### config.mk
export PLATFORM = sky130hd
export DESIGN_NAME = dma_chan_regs
export DESIGN_NICKNAME = d
export VERILOG_FILES = /design/src/rtl/dma_alias_pkg.sv /design/src/rtl/dma_alias_decode.sv /design/src/rtl/dma_addr_ptr.sv /design/src/rtl/dma_xfer_counter.sv /design/src/rtl/dma_chan_regs.sv
export SDC_FILE = /design/constraint.sdc
export NUM_CORES = 1
export LEC_CHECK = 0
export ABC_AREA = 1
export BUFFER_PORTS_ARGS = -buffer_cell sky130_fd_sc_hd__buf_2
export CAP_MARGIN = 20
export CORE_MARGIN = 2
export CORE_UTILIZATION = 38
export DETAILED_ROUTE_END_ITERATION = 12
export SLEW_MARGIN = 15
export SYNTH_ARGS = -nofsm -noshare
export SYNTH_HDL_FRONTEND = slang
export SYNTH_HIERARCHICAL = 1
export SYNTH_SLANG_ARGS = --single-unit
export TNS_END_PERCENT = 100
### constraint.sdc
create_clock -name clk -period 2.7 [get_ports clk]
set_input_delay 0.27 -clock clk [delete_from_list [all_inputs] [get_ports clk]]
set_output_delay 0.27 -clock clk [all_outputs]
set_load 0.01 [all_outputs]
### src/rtl/dma_alias_pkg.sv
package dma_alias_pkg;

  typedef enum logic [1:0] {
    REG_SRC = 2'd0,
    REG_DST = 2'd1,
    REG_CNT = 2'd2,
    REG_CTL = 2'd3
  } reg_id_e;

  typedef struct packed {
    logic       inc_dst;
    logic       inc_src;
    logic [1:0] size;
    logic       en;
  } ctrl_t;

  localparam int CTRL_BITS = 5;
  localparam int BUSY_BIT  = 31;

  // Register held in a given position of a given alias group.
  function automatic reg_id_e slot_target(input logic [1:0] grp, input logic [1:0] pos);
    reg_id_e r;
    unique case (grp)
      2'd0: r = reg_id_e'(pos);
      2'd1: case (pos)
              2'd0: r = REG_CTL; 2'd1: r = REG_SRC; 2'd2: r = REG_DST; default: r = REG_CNT;
            endcase
      2'd2: case (pos)
              2'd0: r = REG_CTL; 2'd1: r = REG_CNT; 2'd2: r = REG_SRC; default: r = REG_DST;
            endcase
      default: case (pos)
              2'd0: r = REG_CTL; 2'd1: r = REG_DST; 2'd2: r = REG_CNT; default: r = REG_SRC;
            endcase
    endcase
    return r;
  endfunction

  // Byte step per element for a size code.
  function automatic logic [2:0] size_step(input logic [1:0] sz);
    case (sz)
      2'b00:   return 3'd1;
      2'b01:   return 3'd2;
      default: return 3'd4;
    endcase
  endfunction

endpackage

### src/rtl/dma_alias_decode.sv
module dma_alias_decode
  import dma_alias_pkg::*;
#(
  parameter int WIN_AW = 6
) (
  input  logic              we,
  input  logic [WIN_AW-1:0] addr,
  output logic              aligned,
  output reg_id_e           target,
  output logic              is_start_slot,
  output logic [3:0]        wr_sel
);
  always_comb begin
    aligned       = (addr[1:0] == 2'b00);
    target        = slot_target(addr[5:4], addr[3:2]);
    is_start_slot = (addr[3:2] == 2'd3);
    wr_sel        = (we && aligned) ? (4'b0001 << target) : 4'b0000;
  end
endmodule

### src/rtl/dma_addr_ptr.sv
module dma_addr_ptr #(
  parameter int AW = 32
) (
  input  logic          clk,
  input  logic          rst_n,
  input  logic          load,
  input  logic [AW-1:0] load_val,
  input  logic          adv,
  input  logic [2:0]    step,
  output logic [AW-1:0] ptr
);
  always_ff @(posedge clk) begin
    if (!rst_n)    ptr <= '0;
    else if (load) ptr <= load_val;
    else if (adv)  ptr <= ptr + AW'(step);
  end


  ptr_load_wins_chk: assert property (@(posedge clk) disable iff (!rst_n)
    load |=> ptr == $past(load_val));

  ptr_hold_chk: assert property (@(posedge clk) disable iff (!rst_n)
    (!load && !adv) |=> $stable(ptr));
endmodule

### src/rtl/dma_xfer_counter.sv
module dma_xfer_counter #(
  parameter int CW = 32
) (
  input  logic          clk,
  input  logic          rst_n,
  input  logic          reload_we,
  input  logic [CW-1:0] reload_val,
  input  logic          start,
  input  logic [CW-1:0] start_val,
  input  logic          dec,
  output logic [CW-1:0] reload_q,
  output logic [CW-1:0] live_q,
  output logic          busy_q,
  output logic          last_xfer
);
  logic dec_ok;
  assign dec_ok    = dec && busy_q;
  assign last_xfer = dec_ok && (live_q == CW'(1));

  always_ff @(posedge clk) begin
    if (!rst_n) begin
      reload_q <= '0;
      live_q   <= '0;
      busy_q   <= 1'b0;
    end else begin
      if (reload_we) reload_q <= reload_val;
      if (start) begin
        live_q <= start_val;
        busy_q <= (start_val != '0);
      end else if (dec_ok) begin
        live_q <= live_q - CW'(1);
        if (last_xfer) busy_q <= 1'b0;
      end
    end
  end


  cnt_decrement_chk: assert property (@(posedge clk) disable iff (!rst_n)
    (dec_ok && !start) |=> live_q == $past(live_q) - CW'(1));

  busy_fall_cause_chk: assert property (@(posedge clk) disable iff (!rst_n)
    $fell(busy_q) |-> ($past(last_xfer) || $past(start)));

  start_beats_dec_chk: assert property (@(posedge clk) disable iff (!rst_n)
    start |=> live_q == $past(start_val));
endmodule

### src/rtl/dma_chan_regs.sv
module dma_chan_regs
  import dma_alias_pkg::*;
#(
  parameter int AW = 32,
  parameter int CW = 32
) (
  input  logic          clk,
  input  logic          rst_n,
  input  logic          reg_we,
  input  logic [5:0]    reg_addr,
  input  logic [31:0]   reg_wdata,
  output logic [31:0]   reg_rdata,
  input  logic          rd_done,
  input  logic          wr_done,
  output logic [AW-1:0] cur_rd_addr,
  output logic [AW-1:0] cur_wr_addr,
  output logic [1:0]    data_size,
  output logic          busy
);
  localparam int DW     = 32;
  localparam int N_PTRS = 2;

  logic       aligned, is_start_slot;
  reg_id_e    target;
  logic [3:0] wr_sel;

  dma_alias_decode #(.WIN_AW(6)) u_dec (
    .we(reg_we), .addr(reg_addr), .aligned(aligned),
    .target(target), .is_start_slot(is_start_slot), .wr_sel(wr_sel)
  );

  ctrl_t ctrl_q;
  always_ff @(posedge clk) begin
    if (!rst_n)               ctrl_q <= '0;
    else if (wr_sel[REG_CTL]) ctrl_q <= ctrl_t'(reg_wdata[CTRL_BITS-1:0]);
  end

  // Start decision: the enable used is the new one for a control-slot start.
  logic          en_eff, start_fire;
  logic [CW-1:0] start_val, reload_q, live_q;
  logic          busy_q, last_xfer;

  assign en_eff     = wr_sel[REG_CTL] ? reg_wdata[0] : ctrl_q.en;
  assign start_fire = (|wr_sel) && is_start_slot && (reg_wdata != '0) && en_eff;
  assign start_val  = (target == REG_CNT) ? reg_wdata[CW-1:0] : reload_q;

  dma_xfer_counter #(.CW(CW)) u_cnt (
    .clk(clk), .rst_n(rst_n),
    .reload_we(wr_sel[REG_CNT]), .reload_val(reg_wdata[CW-1:0]),
    .start(start_fire), .start_val(start_val), .dec(wr_done),
    .reload_q(reload_q), .live_q(live_q), .busy_q(busy_q), .last_xfer(last_xfer)
  );

  // Pointers: index 0 is source, 1 is destination.
  logic [N_PTRS-1:0] p_load, p_adv;
  logic [AW-1:0]     p_val [N_PTRS];
  logic [2:0]        step;
  assign step      = size_step(ctrl_q.size);
  assign p_load[0] = wr_sel[REG_SRC];
  assign p_load[1] = wr_sel[REG_DST];
  assign p_adv[0]  = rd_done && busy_q && ctrl_q.inc_src;
  assign p_adv[1]  = wr_done && busy_q && ctrl_q.inc_dst;

  for (genvar i = 0; i < N_PTRS; i++) begin : g_ptr
    dma_addr_ptr #(.AW(AW)) u_ptr (
      .clk(clk), .rst_n(rst_n), .load(p_load[i]), .load_val(reg_wdata[AW-1:0]),
      .adv(p_adv[i]), .step(step), .ptr(p_val[i])
    );
  end

  assign cur_rd_addr = p_val[0];
  assign cur_wr_addr = p_val[1];
  assign data_size   = ctrl_q.size;
  assign busy        = busy_q;

  always_comb begin
    reg_rdata = '0;
    if (aligned) begin
      unique case (target)
        REG_SRC: reg_rdata = DW'(p_val[0]);
        REG_DST: reg_rdata = DW'(p_val[1]);
        REG_CNT: reg_rdata = DW'(busy_q ? live_q : reload_q);
        default: begin
          reg_rdata[CTRL_BITS-1:0] = ctrl_q;
          reg_rdata[BUSY_BIT]      = busy_q;
        end
      endcase
    end
  end


  busy_rise_cause_chk: assert property (@(posedge clk) disable iff (!rst_n)
    $rose(busy_q) |-> $past(start_fire));

  no_start_disabled_chk: assert property (@(posedge clk) disable iff (!rst_n)
    (reg_we && !en_eff && !busy_q) |=> !busy_q);

  misaligned_ignored_chk: assert property (@(posedge clk) disable iff (!rst_n)
    (reg_we && reg_addr[1:0] != 2'b00 && !busy_q) |=> $stable(ctrl_q) && $stable(reload_q));
endmodule

==> results.sh <==
export IMPL_critPathBufInv=6
export IMPL_dp_hpwl_um=31300
export IMPL_endpoint_kind="output pin"
export IMPL_grt_pass1_wl_um=62900
export IMPL_cts_sinks=134
export IMPL_place_area_um2=11600
export IMPL_setup_viol=0
export IMPL_ys_warn_count=6
export IMPL_synth_nets=1818
export IMPL_die_area_um2=28700
export IMPL_drv_cap=0
export IMPL_crit_chain="buf_2, inv_1, ha_1, nor2_1, nand2_1, nand2_1, nand2_1, nand2_2, inv_2, buf_4, nor2_2, buf_12, nand2_1, a31oi_1, buf_2"
export IMPL_ant_nets=0
export IMPL_layout_drive_gt1_share=0.180
export IMPL_viasPerCell=5.42
export IMPL_grt_pass1_vias=11200
export IMPL_fill_cells=2904
export IMPL_criticalPathCategory="in2out"
export IMPL_cp_top_family="buffers and inverters"
export IMPL_rsz0062_at_grt="no"
export IMPL_multi_input_area_um2=6700
export IMPL_critPathRequiredTime_ns=2.43
export IMPL_gp_congestion=0.974
export IMPL_syn_avg_cell_area_um2=5.91
export IMPL_vias=12200
export IMPL_power_mw=5.23
export IMPL_die_y_um=169
export IMPL_num_antenna_cells=0
export IMPL_crit_fanout=21
export IMPL_core_um2=26900
export IMPL_max_slew_margin=0.313
export IMPL_critPathSlowestCell="a31oi_1"
export IMPL_hold_viol_final=0
export IMPL_clkTransAtPathRegs_ns=0.07
export IMPL_nets=1952
export IMPL_drtIter0Drc=1131
export IMPL_cts_tree="built"
export IMPL_worst_pin_slew_ns=1.03
export IMPL_tns_ns=0
export IMPL_hold_ws_ns=0.159
export IMPL_area_growth_pct=17.8
export IMPL_track_usage=0.281
export IMPL_hold_buffers=0
export IMPL_clock_latency_ns=0.43
export IMPL_io_buffers=141
export IMPL_cts_buffers=17
export IMPL_htreeDepth=4
export IMPL_start_util=0.387
export IMPL_clockRootBuffer="clkbuf_16"
export IMPL_grt_max_degree=47
export IMPL_worst_path_most_repeated_cell="nand2_1"
export IMPL_min_path_type="in2reg"
export IMPL_period_share=0.953
export IMPL_vdd_drop_max_v=0.000305
export IMPL_outcome="finished clean"
export IMPL_utilization=0.455
export IMPL_powerDensity_nw_per_um2=428
export IMPL_arrival_ns=2.30
export IMPL_chipWidth_um=169
export IMPL_start_kind="primary input"
export IMPL_p_leak_nw=5.25
export IMPL_grt_ovfl_total=0
export IMPL_max_clock_path_buffers=2
export IMPL_fin_area_um2=12200
export IMPL_num_rows=60
export IMPL_clock_skew_final_ns=0.0169
export IMPL_antenna_found_initial=0
export IMPL_finalWirelength_um=41000
export IMPL_syn_cell_area_um2=10400
export IMPL_synthCells=1760
export IMPL_max_freq_ghz=0.388
export IMPL_ioPinCount=142
export IMPL_drtPass1Iterations=6
export IMPL_regArea_um2=2680
export IMPL_wire_per_inst_um=18.2
export IMPL_maxSlewViolCount=0
export IMPL_cpPeakStageDelay_ns=0.33
export IMPL_fin_crit_ns=2.57
export IMPL_drc=0
power by group:
group	internal (mW)	switching, mW	leakage [nW]	total [mW]
clock	1.49	1.02	0.290	2.51
combinational	0.219	0.448	3.87	0.667
sequential	2.01	0.0476	1.08	2.06
total	3.72	1.51	5.25	5.23
tightest hold or removal path, cell delays in order:
cell     delay [ns]
buf_2          0.17
nand2_1        0.08
inv_1          0.03
state kept, by name, indices dropped and copies added (netlist names):
| signal | cells |
|---|---|
| g_ptr.u_ptr/ptr | 64 |
| u_cnt/live_q | 32 |
| data_size | 2 |
| u_cnt/reload_q | 32 |
| ctrl_q | 3 |
| u_cnt/busy_q | 1 |
path summary, 6_finish.rpt:
kind	to	depth (start not counted)	slack, ns	startpoint
hold / removal	g_ptr[0].u_ptr/ptr[1]$_SDFFE_PN0P_	3	0.16	rst_n
hold reg to reg	u_cnt/reload_q[10]$_SDFFE_PN0P_	2	0.51	u_cnt/reload_q[10]$_SDFFE_PN0P_
setup / recovery	reg_rdata[22]	15	0.13	reg_addr[3]
setup reg to reg	g_ptr[1].u_ptr/ptr[26]$_SDFFE_PN0P_	12	0.23	data_size[1]$_SDFFE_PN0P_
placed cells by master (no fill, tap or decap), types with 4 or more instances in the layout:
cell type	n
nand2_1	554
nor2_1	234
inv_1	162
buf_2	141
dfxtp_1	133
nand3_1	129
a21oi_1	79
o21ai_0	69
a31oi_1	50
a22oi_1	50
buf_4	40
or2_2	36
nor2_2	29
nor2_4	18
clkbuf_16	17
nand2_2	14
nand3b_1	14
o22ai_1	14
ha_1	13
inv_2	12
xor2_1	11
nand4_1	11
nand2_4	7
o21ai_1	7
xnor2_1	6
buf_12	6
and2_1	4
clkinv_4	4
nor3_1	4
layout make-up:
type                    count  share of cell area
repair buffers            188              0.0943
inverters                 177              0.0543
clock inverters            13              0.0142
multi-input cells        1376               0.547
flip-flops and latches    134               0.219
clock buffers              18              0.0359
well taps                 341              0.0349
metrics by stage:
step | setup WS (ns) | instances
2_1_floorplan | 0.204 | 1760
3_3_place_gp | 0.0241 | 2215
3_5_place_dp | -0.0171 | 2215
4_1_cts | 0.0922 | 2246
5_1_grt | 0.00118 | 2247
6_report | 0.126 | 2247
per-layer routing:
metal  GRT usage  wire [um]  vias up
met2       0.455      18800      545
met3      0.0375       3180       93
met1       0.378      17500     5599
met5           0          0        -
met4       0.117       1610        0
li1            -          -     5943
timing repair:
| action | in CTS | in global routing |
|---|---|---|
| resized for setup | 0 | 1 |
| endpoints found under the setup margin | 0 | 1 |
| setup buffers | 0 | 0 |
Power figures use the tool's default switching activity.
